<file path="config.mk">
export PLATFORM = sky130hd
export DESIGN_NAME = nanconv_xlate
export DESIGN_NICKNAME = d
export VERILOG_FILES = /design/src/rtl/nanconv_pkg.sv /design/src/rtl/nanconv_unpack.sv /design/src/rtl/nanconv_pack.sv /design/src/rtl/nanconv_xlate.sv
export SDC_FILE = /design/constraint.sdc
export NUM_CORES = 1
export LEC_CHECK = 0
export CORE_MARGIN = 1
export CORE_UTILIZATION = 38
export DETAILED_ROUTE_END_ITERATION = 10
export DONT_BUFFER_PORTS = 1
export GPL_TIMING_DRIVEN = 0
export PLACE_DENSITY = 0.55
export SETUP_SLACK_MARGIN = 0.1
export SLEW_MARGIN = 20
export SYNTH_ARGS = -nofsm -noshare
export SYNTH_HDL_FRONTEND = slang
export SYNTH_SLANG_ARGS = --single-unit
</file>
<file path="constraint.sdc">
create_clock -name vclk -period 2.6
set_input_delay 0.39 -clock vclk [all_inputs]
set_output_delay 0.39 -clock vclk [all_outputs]
set_load 0.005 [all_outputs]
</file>
<file path="src/rtl/nanconv_pkg.sv">
package nanconv_pkg;

    localparam int WORD_W  = 64;
    localparam int CANON_W = 64;
    localparam int NUM_FMT = 3;

    typedef enum logic [1:0] {
        FMT_HALF   = 2'b00,
        FMT_SINGLE = 2'b01,
        FMT_DOUBLE = 2'b10,
        FMT_RSVD   = 2'b11
    } fmt_e;

    typedef struct packed {
        logic               sign;
        logic               signaling;
        logic [CANON_W-1:0] payload;
    } canon_t;

    function automatic int frac_w(input int idx);
        case (idx)
            0:       return 10;
            1:       return 23;
            default: return 52;
        endcase
    endfunction

    function automatic int exp_w(input int idx);
        case (idx)
            0:       return 5;
            1:       return 8;
            default: return 11;
        endcase
    endfunction

    // Code 11 is folded onto double.
    function automatic logic [1:0] fmt_index(input fmt_e f);
        return (f == FMT_RSVD) ? 2'd2 : f;
    endfunction

    // Default NaN: sign set, exponent all ones, quiet bit set, rest zero.
    function automatic logic [WORD_W-1:0] default_nan(input int idx);
        logic [WORD_W-1:0] v;
        v = '0;
        for (int i = 0; i < WORD_W; i++) begin
            if (i >= frac_w(idx) - 1 && i <= frac_w(idx) + exp_w(idx))
                v[i] = 1'b1;
        end
        return v;
    endfunction

endpackage

</file>
<file path="src/rtl/nanconv_unpack.sv">
module nanconv_unpack
    import nanconv_pkg::*;
(
    input  fmt_e               src_fmt,
    input  logic [WORD_W-1:0]  word_i,
    output canon_t             canon_o
);

    canon_t cand [NUM_FMT];

    for (genvar g = 0; g < NUM_FMT; g++) begin : g_fmt
        localparam int FW  = frac_w(g);
        localparam int EW  = exp_w(g);
        localparam int TOP = FW + EW;

        logic expo_ones;
        logic is_snan;

        assign expo_ones = &word_i[TOP-1:FW];
        assign is_snan   = expo_ones & ~word_i[FW-1] & (|word_i[FW-2:0]);
        assign cand[g]   = {word_i[TOP], is_snan,
                            word_i[FW-1:0], {(CANON_W-FW){1'b0}}};
    end

    always_comb begin
        case (fmt_index(src_fmt))
            2'd0:    canon_o = cand[0];
            2'd1:    canon_o = cand[1];
            default: canon_o = cand[2];
        endcase
    end

endmodule

</file>
<file path="src/rtl/nanconv_pack.sv">
module nanconv_pack
    import nanconv_pkg::*;
(
    input  fmt_e                dst_fmt,
    input  logic                dflt_mode,
    input  logic                sign_i,
    input  logic [CANON_W-1:0]  payload_i,
    output logic [WORD_W-1:0]   word_o
);

    logic [WORD_W-1:0] cand [NUM_FMT];
    logic [1:0]        sel;

    assign sel = fmt_index(dst_fmt);

    for (genvar g = 0; g < NUM_FMT; g++) begin : g_fmt
        localparam int FW  = frac_w(g);
        localparam int EW  = exp_w(g);
        localparam int TOP = FW + EW;
        localparam logic [WORD_W-1:0] DFLT = default_nan(g);

        logic [FW-1:0]     trunc;
        logic [WORD_W-1:0] built;

        assign trunc   = FW'(payload_i >> (CANON_W - FW));
        assign built   = WORD_W'({sign_i, {EW{1'b1}}, trunc});
        assign cand[g] = (dflt_mode || trunc == '0) ? DFLT : built;

        always_comb begin
            if (sel == 2'(g)) begin
                a_r2_exp_all_ones: assert (&word_o[TOP-1:FW])
                    else $error("exponent field not all ones");
                a_r3_frac_nonzero: assert (|word_o[FW-1:0])
                    else $error("fraction collapsed to zero");
                if (dflt_mode) begin
                    a_r4_dflt_shape: assert (word_o[TOP] &&
                                             $countones(word_o[FW-1:0]) == 1 &&
                                             word_o[FW-1])
                        else $error("default mode word malformed");
                end
            end
        end

        if (TOP + 1 < WORD_W) begin : g_hi
            always_comb begin
                if (sel == 2'(g)) begin
                    a_r8_upper_zero: assert (word_o[WORD_W-1:TOP+1] == '0)
                        else $error("bits above destination width set");
                end
            end
        end
    end

    always_comb begin
        case (sel)
            2'd0:    word_o = cand[0];
            2'd1:    word_o = cand[1];
            default: word_o = cand[2];
        endcase
    end

endmodule

</file>
<file path="src/rtl/nanconv_xlate.sv">
module nanconv_xlate
    import nanconv_pkg::*;
(
    input  logic [1:0]  src_fmt,
    input  logic [1:0]  dst_fmt,
    input  logic        dflt_mode,
    input  logic [63:0] nan_in,
    output logic [63:0] nan_out,
    output logic        invalid
);

    canon_t canon;

    nanconv_unpack u_unpack (
        .src_fmt (fmt_e'(src_fmt)),
        .word_i  (nan_in),
        .canon_o (canon)
    );

    nanconv_pack u_pack (
        .dst_fmt   (fmt_e'(dst_fmt)),
        .dflt_mode (dflt_mode),
        .sign_i    (canon.sign),
        .payload_i (canon.payload),
        .word_o    (nan_out)
    );

    assign invalid = canon.signaling;

    // a signaling source has its quiet bit (top of payload) clear.
    always_comb begin
        if (invalid) begin
            a_r5_snan_quiet_clear: assert (!canon.payload[CANON_W-1])
                else $error("invalid raised with quiet bit set");
        end
    end

endmodule

</file>
-- Word-level counts from Yosys, hierarchy flattened
Cells that the tools add are included.
- register bits: 0
- word-level logic and storage cells: 34
- eq/ne operators: 4
- mux-type cells: 7
- bitwise operators: 9
- reductions and logical operators: 14
- operator list (cell ; count):
    $pmux 66 s2 ; 1
    $pmux 64 s2 ; 1
    $mux 64 ; 1
    $logic_not 52->1 ; 1
    $reduce_or 51->1 ; 1
    $mux 32 ; 1
    $logic_not 23->1 ; 1
    $reduce_or 22->1 ; 1
    $mux 16 ; 1
    $reduce_and 11->1 ; 1
    $logic_not 10->1 ; 1
    $reduce_or 9->1 ; 1
    $reduce_and 8->1 ; 1
    $and 1x1->1 ; 6
    $reduce_and 5->1 ; 1
    $eq 2x1->1 const B ; 2
    $eq 2x2->1 const B ; 2
    $logic_not 2->1 ; 2
    $mux 2 ; 2
    $logic_or 1x1->1 ; 3
    $not 1->1 ; 3

-- Depth between registers and ports, before layout
- depth in word-level cells: 8
- mapped depth: 8
- gate-level depth less buffers: 6

-- By module
From an unflattened synthesis, not the netlist that was laid out.
- cells, all modules: 252
- area, all modules: 1677.9 um^2
- modules (own cells, without submodules) (module ; times used ; cells an instance ; area each (um^2)):
    nanconv_unpack ; 1 ; 132 ; 853.3
    nanconv_pack ; 1 ; 120 ; 824.5

-- Worst setup path after synthesis
OpenSTA, ideal clock, no wires.
- path type: input to output
- start point: input port src_fmt[1]
- end point: output port nan_out[51]
- arrival: 1.761 ns
- required time: 2.210 ns
- setup slack: 0.449 ns
- stages: 8
- cell sequence: buf_2 > inv_4 > buf_6 > mux2i_2 > nand4_2 > nor3_4 > nand3_2 > a21boi_1
- word-level cells in the longest chain between the ends: 8
- elaborated cells on any way between the ends: 9
- classes of those cells: eq/ne (2); mux (4); reduce/logical (3)
- ends and longest elaborated chain (item ; line ; RTL):
    start: declaration ; nanconv_xlate.sv:4 ; input logic [1:0] src_fmt,
    $eq 2x2->1 ; nanconv_pkg.sv:38 ; return (f == FMT_RSVD) ? 2'd2 : f;
    $mux 2 * ; nanconv_pkg.sv:38 ;
    $eq 2x1->1 / $logic_not 2->1 (equally long branches) ; nanconv_unpack.sv:26 ; case (fmt_index(src_fmt))
    $pmux 66 s2 * ; nanconv_unpack.sv:26 ;
    $logic_not 52->1 ; nanconv_pack.sv:27 ; assign cand[g] = (dflt_mode || trunc == '0) ? DFLT : built;
    $logic_or 1x1->1 ; nanconv_pack.sv:27 ;
    $mux 64 * ; nanconv_pack.sv:27 ;
    $pmux 64 s2 * ; nanconv_pack.sv:55 ; case (sel)
    end: declaration ; nanconv_xlate.sv:8 ; output logic [63:0] nan_out,
Mark *: on every way between the ends. The rest lies on a longest branch, timed or not.

-- Worst setup path after layout
- start point: input port src_fmt[0]
- end point: output port nan_out[51]
The elaborated chain is that of the path after synthesis.

==> metrics.md <==
| Metric | Value |
|---|---|
| Top area cells in the synthesized netlist | `nand2_1 (8.6%), nor2_1 (8.3%), mux2i_2 (5.9%)` |
| Cell family with most CP delay | `simple AND/OR/NAND/NOR gates` |
| TNS Setup | `0 ns` |
| Via count | `1,749` |
| CORE AREA | `0.00344 sq mm` |
| FF+latch area | `0 sq um` |
| VDD IR max | `0.0620 mV` |
| Crit Path Class | `primary input to output port` |
| Minimum clock period after layout | `2.40 ns` |
| DRC | `0` |
| Unique masters post-synth | `40` |
| PwrDens | `roughly 160 mW/mm^2` |
| DP HPWL | `between 4 and 5 mm` |
| Yosys top cell by area | `nand2_1` |
| Outcome | `finished, final reports clean` |
| Yosys top cell area share | `between 8 and 9%` |
| Hold Startpoint | `nan_in[25]` |
| Wire per inst | `20.3 microns` |
| Post-placement cell area | `0.00146 sq mm` |
| Critical Path, Cell by Cell | `buf_6, buf_6, mux2_1, mux2i_4, nand2_1, nor3_4, nand3_2, a21boi_1` |
| Area growth syn-to-layout | `7.24%` |
| Synth warn | `0` |
| Worst setup SP type | `primary input` |
| Hold buffer count at cts | `0` |
| Met3 GRT Util | `5.29%` |
| Worst Hold End | `nan_out[25]` |
| CP endpoint kind | `output port` |
| Power, Total | `0.233 mW` |
| Req. time, crit path | `about 2.2 ns` |
| CP max stage cell | `mux2_1` |
| Hold path depth | `2` |
| Sequential cell count | `0` |
| Routed Antenna Nets | `0` |
| Row count | `21` |
| Leak | `approximately 0.55 nW` |
| Register area share after synthesis | `0%` |
| 1st-iter DRT viols | `around 110` |
| # Max-Cap Violations | `0` |
| Placed cells | `274` |
| Layout cells sized above 1 | `15.3%` |
| Endpoints failing hold | `0` |
| Final setup fails | `0` |
| Grt met1 use | `a little over a third` |
| Top Usage Layer GRT | `met2` |
| Util after Layout | `43.6%` |
| Synthesized area | `0.00140 sq mm` |
| IO Count | `134` |
| Biggest cell delay along the critical path | `about 0.37 ns` |
| Largest net degree at the start of global routing | `12` |
| Final Cell Area | `0.00150 sq mm` |
| First-pass GRT wire length | `8.58 mm` |
| Post-synthesis area per instance | `6.14 sq um` |
| Maximum clock frequency | `416 MHz` |
| GR Util met2 | `45.4%` |
| Clock buffer count | `0` |
| Final Cycle Share | `92.5%` |
| Hold Worst Slack | `0.873 ns` |
| Pre-antenna DRT Iters | `5` |
| Input/output buffers | `0` |
| Worst EP arrival | `2.01 ns` |
| Worst min-delay path category | `primary input to output port` |
| Dpl ws | `0.115 ns` |
| Die ar. | `0.00393 sq mm` |
| Final setup margin | `0.195 ns` |
| Drt total wl | `5.57 mm` |
| Gpl congestion | `1.02` |
| Final Slew Violations | `0` |
| Die height | `about 63 microns` |
| Total GRT Usage | `a little over a quarter` |
| Syn Nets | `297` |
| Unrepaired setup endpoints after global routing | `false` |
| Relative slew slack | `63.1%` |
| Total congestion overflow | `0` |
| Vias in the first global route | `about 1,600` |
| Antenna Cells | `0` |
| Initial antenna violation count | `0` |
| CP Max Fanout | `10` |
| Post-Layout Cell Count | `between 200 and 300` |
| Most common cell on crit path | `buf_6` |
| Buffers & Inverters on Critical Path | `2` |
| Vias per cell | `roughly 6.4` |
| Actual slew at the worst max-slew pin | `0.553 ns` |
| Chip Width | `62.7 microns` |
| Nets | `300` |
| Initial Util | `40.7%` |
| Post-synthesis cell count | `228` |
-- metal layers --
layer,up-vias,share of wire (%)
met4,0,0.34
met1,800,40
met5,-,0
li1,837,-
met3,2,12
met2,110,47
-- repair_timing --
| action | 4_1_cts | 5_1_grt |
|---|---|---|
| resized for setup | 0 | 6 |
| hold endpoints to repair | 0 | 0 |
| endpoints found under the setup margin | 0 | 6 |
| setup buffers | 0 | 1 |
-- power breakdown --
part           total [mW]  internal (mW)  switching [mW]
Clock                   0              0               0
Combinational       0.233         0.0948           0.138
Sequential              0              0               0
-- layout make-up --
| type | instances | area (sq um) |
|---|---|---|
| Fill cell | 414 | 1940 |
| Multi-Input combinational cell | 196 | 1250 |
| Buffer | 29 | 174 |
| Tap cell | 46 | 57.6 |
| Inverter | 3 | 16.3 |
| Timing Repair Buffer | 1 | 7.51 |
-- worst max path at each step --
stage | start | endpoint | depth (start not counted)
4_1_cts | src_fmt[1] | nan_out[51] | 8
5_1_grt | src_fmt[1] | nan_out[51] | 8
2_1_floorplan | src_fmt[1] | nan_out[51] | 8
6_report | src_fmt[0] | nan_out[51] | 8
3_3_place_gp | src_fmt[1] | nan_out[51] | 8
3_5_place_dp | src_fmt[1] | nan_out[51] | 8
-- placed cells by master, fill, tap and decap left out, types with 3 or more instances in the layout --
master | Yosys | final
a21boi_1 | 3 | 3
a21oi_1 | 13 | 13
a22oi_1 | 3 | 3
a31oi_1 | 6 | 6
and3_1 | 10 | 10
buf_4 | 10 | 11
clkbuf_1 | 15 | 15
mux2_1 | 5 | 5
mux2_2 | 3 | 3
mux2i_2 | 6 | 4
mux2i_4 | 1 | 4
nand2_1 | 32 | 32
nand2b_1 | 5 | 5
nand3_1 | 3 | 3
nand4_1 | 6 | 6
nor2_1 | 31 | 31
nor2b_1 | 5 | 5
nor3_1 | 3 | 3
nor4_1 | 9 | 9
o21ai_0 | 11 | 11
o21ai_1 | 11 | 11
o221ai_1 | 7 | 7
or3_1 | 3 | 3
-- logic make-up after synthesis --
logic type,after synthesis,share of synthesized area [%]
simple gates,114,41.2
mux,20,18.2
compound gates,62,27.4
buf+inv,32,13.1
-- cells in the mapped netlist --
| library cell | count |
|---|---|
| nand2_1 | 32 |
| nor2_1 | 31 |
| clkbuf_1 | 15 |
| a21oi_1 | 13 |
| o21ai_0 | 11 |
| o21ai_1 | 11 |
| and3_1 | 10 |
| buf_4 | 10 |
| nor4_1 | 9 |
| o221ai_1 | 7 |
| a31oi_1 | 6 |
| mux2i_2 | 6 |
| nand4_1 | 6 |
| mux2_1 | 5 |
| nand2b_1 | 5 |
| nor2b_1 | 5 |
| a21boi_1 | 3 |
| a22oi_1 | 3 |
| buf_6 | 3 |
| mux2_2 | 3 |
| mux2i_1 | 3 |
| nand3_1 | 3 |
| nor3_1 | 3 |
| or3_1 | 3 |
| a32oi_1 | 2 |
| inv_1 | 2 |
| mux2_4 | 2 |
| nand4_2 | 2 |
| o22ai_1 | 2 |
| or4_1 | 2 |
| a211o_1 | 1 |
| a21oi_2 | 1 |
| a41oi_1 | 1 |
| buf_2 | 1 |
| inv_4 | 1 |
| mux2i_4 | 1 |
| nand3_2 | 1 |
| nor3_4 | 1 |
| o21ai_2 | 1 |
| or2_1 | 1 |
Power figures use the tool's default switching activity.
